$ cat config.mk
export PLATFORM = sky130hd
export DESIGN_NAME = sc_core
export DESIGN_NICKNAME = d
export VERILOG_FILES = /design/src/rtl/sc_pkg.sv /design/src/rtl/sc_ctrl.sv /design/src/rtl/sc_alu.sv /design/src/rtl/sc_regfile.sv /design/src/rtl/sc_core.sv
export SDC_FILE = /design/constraint.sdc
export NUM_CORES = 2
export LEC_CHECK = 0
export BUFFER_PORTS_ARGS = -buffer_cell sky130_fd_sc_hd__buf_4
export CAP_MARGIN = 5
export CORE_MARGIN = 3
export CORE_UTILIZATION = 60
export CTS_CLUSTER_SIZE = 25
export DETAILED_ROUTE_END_ITERATION = 10
export PLACE_DENSITY = 0.77
export SETUP_SLACK_MARGIN = 0.02
export SLEW_MARGIN = 20
export SYNTH_ARGS = -nofsm -noshare
export SYNTH_HDL_FRONTEND = slang
export SYNTH_SLANG_ARGS = --single-unit
$ cat constraint.sdc
create_clock -name clk -period 13.3 [get_ports clk]
set_input_delay 1.33 -clock clk [delete_from_list [all_inputs] [get_ports clk]]
set_output_delay 1.33 -clock clk [all_outputs]
set_load 0.01 [all_outputs]
$ cat src/rtl/sc_pkg.sv
package sc_pkg;
  localparam logic [5:0] OP_RTYPE = 6'h00;
  localparam logic [5:0] OP_LOAD  = 6'h23;
  localparam logic [5:0] OP_STORE = 6'h2B;
  localparam logic [5:0] OP_BEQ   = 6'h04;

  localparam logic [5:0] FN_ADD   = 6'h20;
  localparam logic [5:0] FN_SUB   = 6'h22;
  localparam logic [5:0] FN_IDXLD = 6'h38;

  typedef enum logic [1:0] {
    AOP_ADD   = 2'b00,
    AOP_SUB   = 2'b01,
    AOP_FUNCT = 2'b10
  } aop_e;

  typedef struct packed {
    logic reg_dst;     // 1: write rd, 0: write rt
    logic reg_write;
    logic alu_src;     // 1: sign-extended immediate, 0: rt value
    aop_e alu_op;
    logic mem_write;
    logic mem_read;
    logic mem_to_reg;
    logic branch;
    logic a_plus4;     // 1: ALU operand A comes from the dedicated +4 adder
  } ctrl_t;
endpackage

$ cat src/rtl/sc_ctrl.sv
module sc_ctrl
  import sc_pkg::*;
(
  input  logic [5:0] opcode,
  input  logic [5:0] funct,
  output ctrl_t      ctl
);
  always_comb begin
    ctl = '0;
    ctl.alu_op = AOP_ADD;
    unique case (opcode)
      OP_RTYPE: begin
        if (funct == FN_ADD || funct == FN_SUB) begin
          ctl.reg_dst   = 1'b1;
          ctl.reg_write = 1'b1;
          ctl.alu_op    = AOP_FUNCT;
        end else if (funct == FN_IDXLD) begin
          ctl.reg_dst    = 1'b1;
          ctl.reg_write  = 1'b1;
          ctl.mem_read   = 1'b1;
          ctl.mem_to_reg = 1'b1;
          ctl.a_plus4    = 1'b1;
          ctl.alu_op     = AOP_ADD;
        end
      end
      OP_LOAD: begin
        ctl.reg_write  = 1'b1;
        ctl.alu_src    = 1'b1;
        ctl.mem_read   = 1'b1;
        ctl.mem_to_reg = 1'b1;
      end
      OP_STORE: begin
        ctl.alu_src   = 1'b1;
        ctl.mem_write = 1'b1;
      end
      OP_BEQ: begin
        ctl.branch = 1'b1;
        ctl.alu_op = AOP_SUB;
      end
      default: ctl = '0;
    endcase
  end

  // anything outside the decoded set leaves state untouched
  always_comb begin
    if (!(opcode inside {OP_LOAD, OP_STORE, OP_BEQ}) &&
        !(opcode == OP_RTYPE && funct inside {FN_ADD, FN_SUB, FN_IDXLD})) begin
      assert_unknown_nop_R10: assert (!ctl.reg_write && !ctl.mem_write && !ctl.mem_read);
    end
  end
endmodule

$ cat src/rtl/sc_alu.sv
module sc_alu
  import sc_pkg::*;
#(
  parameter int XLEN = 32
) (
  input  logic [XLEN-1:0] a,
  input  logic [XLEN-1:0] b,
  input  aop_e            op,
  input  logic [5:0]      funct,
  output logic [XLEN-1:0] y,
  output logic            zero
);
  logic do_sub;

  always_comb begin
    unique case (op)
      AOP_SUB:   do_sub = 1'b1;
      AOP_FUNCT: do_sub = (funct == FN_SUB);
      default:   do_sub = 1'b0;
    endcase
  end

  assign y    = do_sub ? (a - b) : (a + b);
  assign zero = (y == '0);
endmodule

$ cat src/rtl/sc_regfile.sv
module sc_regfile #(
  parameter int XLEN = 32,
  parameter int NREG = 32,
  localparam int AW  = $clog2(NREG)
) (
  input  logic            clk,
  input  logic [AW-1:0]   ra1,
  input  logic [AW-1:0]   ra2,
  output logic [XLEN-1:0] rd1,
  output logic [XLEN-1:0] rd2,
  input  logic            we,
  input  logic [AW-1:0]   wa,
  input  logic [XLEN-1:0] wd
);
  logic [XLEN-1:0] view [NREG];

  for (genvar g = 0; g < NREG; g++) begin : g_reg
    if (g == 0) begin : g_zero
      assign view[g] = '0;
    end else begin : g_store
      logic            en;
      logic [XLEN-1:0] q;
      assign en = we && (wa == AW'(g));
      always_ff @(posedge clk) begin
        if (en) q <= wd;
      end
      assign view[g] = q;
    end
  end

  assign rd1 = view[ra1];
  assign rd2 = view[ra2];
endmodule

$ cat src/rtl/sc_core.sv
module sc_core
  import sc_pkg::*;
#(
  parameter int XLEN = 32,
  parameter int IAW  = 30,
  parameter int NREG = 32
) (
  input  logic            clk,
  input  logic            rst_n,
  output logic [IAW-1:0]  imem_addr,
  input  logic [XLEN-1:0] imem_rdata,
  output logic [XLEN-1:0] dmem_addr,
  output logic [XLEN-1:0] dmem_wdata,
  output logic            dmem_we,
  output logic            dmem_re,
  input  logic [XLEN-1:0] dmem_rdata
);
  localparam int RAW = $clog2(NREG);

  // reset: asynchronous assert, synchronous release
  logic [1:0] rst_sync_q;
  logic       run;
  always_ff @(posedge clk or negedge rst_n) begin
    if (!rst_n) rst_sync_q <= 2'b00;
    else        rst_sync_q <= {rst_sync_q[0], 1'b1};
  end
  assign run = rst_sync_q[1];

  // instruction fields
  logic [5:0]      opcode, funct;
  logic [RAW-1:0]  f_rs, f_rt, f_rd;
  logic [XLEN-1:0] imm_sext;
  logic            unused_shamt;
  assign opcode       = imem_rdata[31:26];
  assign f_rs         = imem_rdata[21+RAW-1:21];
  assign f_rt         = imem_rdata[16+RAW-1:16];
  assign f_rd         = imem_rdata[11+RAW-1:11];
  assign funct        = imem_rdata[5:0];
  assign imm_sext     = {{(XLEN-16){imem_rdata[15]}}, imem_rdata[15:0]};
  assign unused_shamt = ^imem_rdata[10:6];

  ctrl_t ctl;
  sc_ctrl u_ctrl (.opcode(opcode), .funct(funct), .ctl(ctl));

  // register file
  logic [XLEN-1:0] rs_val, rt_val, wb_data;
  logic [RAW-1:0]  wb_addr;
  logic            rf_we;
  assign wb_addr = ctl.reg_dst ? f_rd : f_rt;
  assign rf_we   = ctl.reg_write && run;

  sc_regfile #(.XLEN(XLEN), .NREG(NREG)) u_rf (
    .clk(clk), .ra1(f_rs), .ra2(f_rt), .rd1(rs_val), .rd2(rt_val),
    .we(rf_we), .wa(wb_addr), .wd(wb_data)
  );

  // dedicated +4 adder for the indexed load, ahead of the main ALU
  logic [XLEN-1:0] base_plus4, alu_a, alu_b, alu_y;
  logic            alu_zero;
  assign base_plus4 = rs_val + XLEN'(4);
  assign alu_a      = ctl.a_plus4 ? base_plus4 : rs_val;
  assign alu_b      = ctl.alu_src ? imm_sext : rt_val;

  sc_alu #(.XLEN(XLEN)) u_alu (
    .a(alu_a), .b(alu_b), .op(ctl.alu_op), .funct(funct),
    .y(alu_y), .zero(alu_zero)
  );

  assign wb_data    = ctl.mem_to_reg ? dmem_rdata : alu_y;
  assign dmem_addr  = alu_y;
  assign dmem_wdata = rt_val;
  assign dmem_we    = ctl.mem_write && run;
  assign dmem_re    = ctl.mem_read && run;

  // program counter, in words
  logic [IAW-1:0] pc_q, pc_d, pc_inc, pc_tgt;
  logic           pc_en, take_br;
  assign pc_inc  = pc_q + IAW'(1);
  assign pc_tgt  = pc_inc + imm_sext[IAW-1:0];
  assign take_br = ctl.branch && alu_zero;
  assign pc_en   = run;

  always_comb begin
    pc_d = take_br ? pc_tgt : pc_inc;
  end

  always_ff @(posedge clk or negedge rst_n) begin
    if (!rst_n)     pc_q <= '0;
    else if (pc_en) pc_q <= pc_d;
  end

  assign imem_addr = pc_q;

  // checks
  assert_mem_excl_R11: assert property (@(posedge clk) disable iff (!run)
    !(dmem_we && dmem_re));

  assert_idx_addr_R6: assert property (@(posedge clk) disable iff (!run)
    (dmem_re && opcode == OP_RTYPE) |-> (dmem_addr == rt_val + rs_val + XLEN'(4)));

  assert_pc_step_R2: assert property (@(posedge clk) disable iff (!run)
    !ctl.branch |=> (imem_addr == $past(imem_addr) + IAW'(1)));

  assert_beq_taken_R8: assert property (@(posedge clk) disable iff (!run)
    (ctl.branch && rs_val == rt_val) |=>
      (imem_addr == $past(imem_addr) + IAW'(1) + $past(imm_sext[IAW-1:0])));

  assert_reset_quiet_R1: assert property (@(posedge clk)
    !run |-> (!dmem_we && !dmem_re));
endmodule

==> results.cfg <==
[synthesis]
ys.flop_type = edfxtp_1
synthesis.nets = 3769
ys_seq_area_share_pct = 56.7
yosysTopAreaCellShare_pct = 55.2
syn_inst = 3636
avgSynthCellArea_um2 = 14.8
yosysUniqueCellTypes = 89
async_flop_share_pct = 3.13
synth_top_cell_by_area = edfxtp_1
synth_area_leaders = edfxtp_1, mux4_2, mux2i_1
yosysMostFrequentCell = edfxtp_1
yosysWarnings = 0
synth_edf_count = 992
synth-seq-cells = 1024
synth_area_um2 = 54000
ys_top_cells_by_count = edfxtp_1, mux4_2, mux2i_1, nor2_1, nand2_1

[die]
die_w_um = 306
boundaryPins = 162
die_h_um = 306
die_area_um2 = 93600
rows = 109
start_util_pct = 60.8
core_um2 = 88800

[global_routing]
grt_overflow = 0
grt_max_degree = 108
antenna_found_initial = 5
grt_pass1_wl_um = 258000
grt_util_all_layers_pct = 38.5
grt_pass1_vias = 36816

[placement]
dp_cells = 4823
placed_area_um2 = 56600
io_buffers = 161
detailed_place_hpwl_um = 112000
preCtsSetupSlack_ps = 2410
gp_congestion = 0.991

[route]
drt_first_pass_iters = 8
routed_wl_um = 182000
first_iter_violations = 7617
vias_per_cell = 7.64
drc = 0
vias = 38289
wl_per_cell_um = 36.4
antenna_left = 0

[clock_tree]
cts_max_level = 3
cts_hold_buf = 0
clk-insertion-delay-late_ps = 700
cts_made_buffers = 102
path_clk_slew_ps = 70
tritoncts = done
cts.sinks = 1024
clockBufferDepth = 3
cts_root_buf = clkbuf_16
cts_resized = 0
post_cts_buffers = 0

[timing]
post-route-period-util_pct = 81.4
worstMarginPinSlew_ps = 1170
tns_ps = 0
hold_viol = 0
finalCriticalPeriod_ps = 10830
rsz0062_at_grt = false
finalMaxSlewViolations = 0
setup_viol = 0
timing.final.ws_setup_ps = 2470
clock_skew_ps = 44.6
slew_headroom_pct = 22.0
fmax_ghz = 0.0923

[critical_path]
ff2ff_setup_slack_ps = 4450
startpoint_type = input pin
cp-end-kind = primary output
rr_endpoint = imem_addr[24]
crit_fanout = 82
crit_type = in2out
rr_startpoint = u_rf.g_reg[27].g_store.q[1]
startpoint = imem_rdata[16]
endpoint = dmem_addr[31]
critical_path_arrival_ps = 9500
worstPathRequired_ps = 11970
rr_worst_depth = 25

[hold_path]
hold_path.class = reg2reg
hold_start = rst_sync_q[0]

[cells_and_area]
regArea_um2 = 30600
nets = 3895
area_growth_pct = 11.3
finalNonFillerCells = 5013
nFillCells = 5886
design_area_um2 = 60000
drive_above_1_share_pct = 25.0
final_util_pct = 67.6
multi_input_area_um2 = 22300

[run_status]
status = complete, no violations

[pwr]
p_leak_nw = 20.5
vdd_ir_drop_max_uv = 125
powerDensity_nw_per_um2 = 151

[job]
maxCapViolCount = 0
-- state kept, by name, indices dropped and copies added, names as in the netlist --
register          cells
imem_addr            30
rst_sync_q            2
u_rf.g.g_store.q    992
-- layer usage --
layer	vias to the layer above	global-route usage (%)	part of all wire, %
li1	15128	-	-
met1	18982	51.1	34
met2	3469	56.5	44
met3	706	13.0	16
met4	4	21.5	6.6
met5	-	0	0.014
-- through the flow --
stage                     hold slack, ps  total power [mW]
after floorplan                      331              5.37
after global placement               346              6.10
after detailed placement             353              6.14
after CTS                            371              8.99
after global routing                 370              9.32
final                                368              9.08
-- critical path: stages --
cell and delay [ps]:
buf_8 560, buf_4 780, mux4_2 580, a2111oi_0 410, a21oi_1 80, o22ai_1 640, inv_1 130, o21ai_0 340
a21boi_0 380, nand2_1 130, o31ai_1 630, nand2_1 140, xor2_1 180, ha_1 440, nand2_1 70, or4b_2 660
o21ai_0 450, a211o_1 250, a41o_1 260, xnor3_1 680, inv_1 160, buf_4 130
-- final cells by class --
type	count	share of cell area [%]
clock buffer	118	4.42
tap	1165	2.43
timing repair buffer	262	3.44
sequential	1024	50.9
multi-input combinational	2307	37.2
clock inverter	67	1.15
antenna	5	0.0208
inverter	65	0.406
-- report_power, final --
group	internal, mW	switching, mW
Combinational	0.609	1.41
Clock	1.65	1.27
Sequential	4.11	0.0238
Total	6.37	2.70
-- cell usage in the layout, fill, tap and decap left out, types with 18 or more instances in the layout --
master / n
inv_1: 64
a31oi_1: 18
nor2b_1: 24
nand2_1: 164
ha_1: 65
o211ai_1: 21
mux2i_1: 256
o22ai_1: 99
edfxtp_1: 992
nor2_4: 32
nand4_1: 24
or2_2: 21
xor2_1: 56
clkbuf_16: 104
xnor2_1: 79
a211oi_1: 18
a21oi_1: 76
and3_1: 31
nor2_1: 159
clkinv_1: 21
a22oi_1: 66
a21o_1: 28
o221ai_1: 34
dfrtp_1: 31
nand3_1: 84
mux4_2: 329
buf_4: 252
o21ai_0: 69
mux2_2: 129
a221oi_1: 64
nand2b_1: 26
nor3_1: 39
-- worst min path at each step --
stage / endpoint / slack [ps] / cells after the start
5_1_grt: rst_sync_q[1] / 370 / 0
3_3_place_gp: rst_sync_q[1] / 350 / 0
2_1_floorplan: rst_sync_q[1] / 330 / 0
4_1_cts: rst_sync_q[1] / 370 / 0
3_5_place_dp: rst_sync_q[1] / 350 / 0
6_report: rst_sync_q[1] / 370 / 0
-- cells by family after synthesis --
logic type	synth area share (%)
AOI/OAI and AO/OA	8.65
xor gates and xnor gates	2.23
adders and majority gates	1.58
buffers and inverters	2.60
DFF	56.7
and+or+nand+nor	6.89
muxes	21.3
other	0.00695
Note: power is estimated with default switching activity, not from simulation.
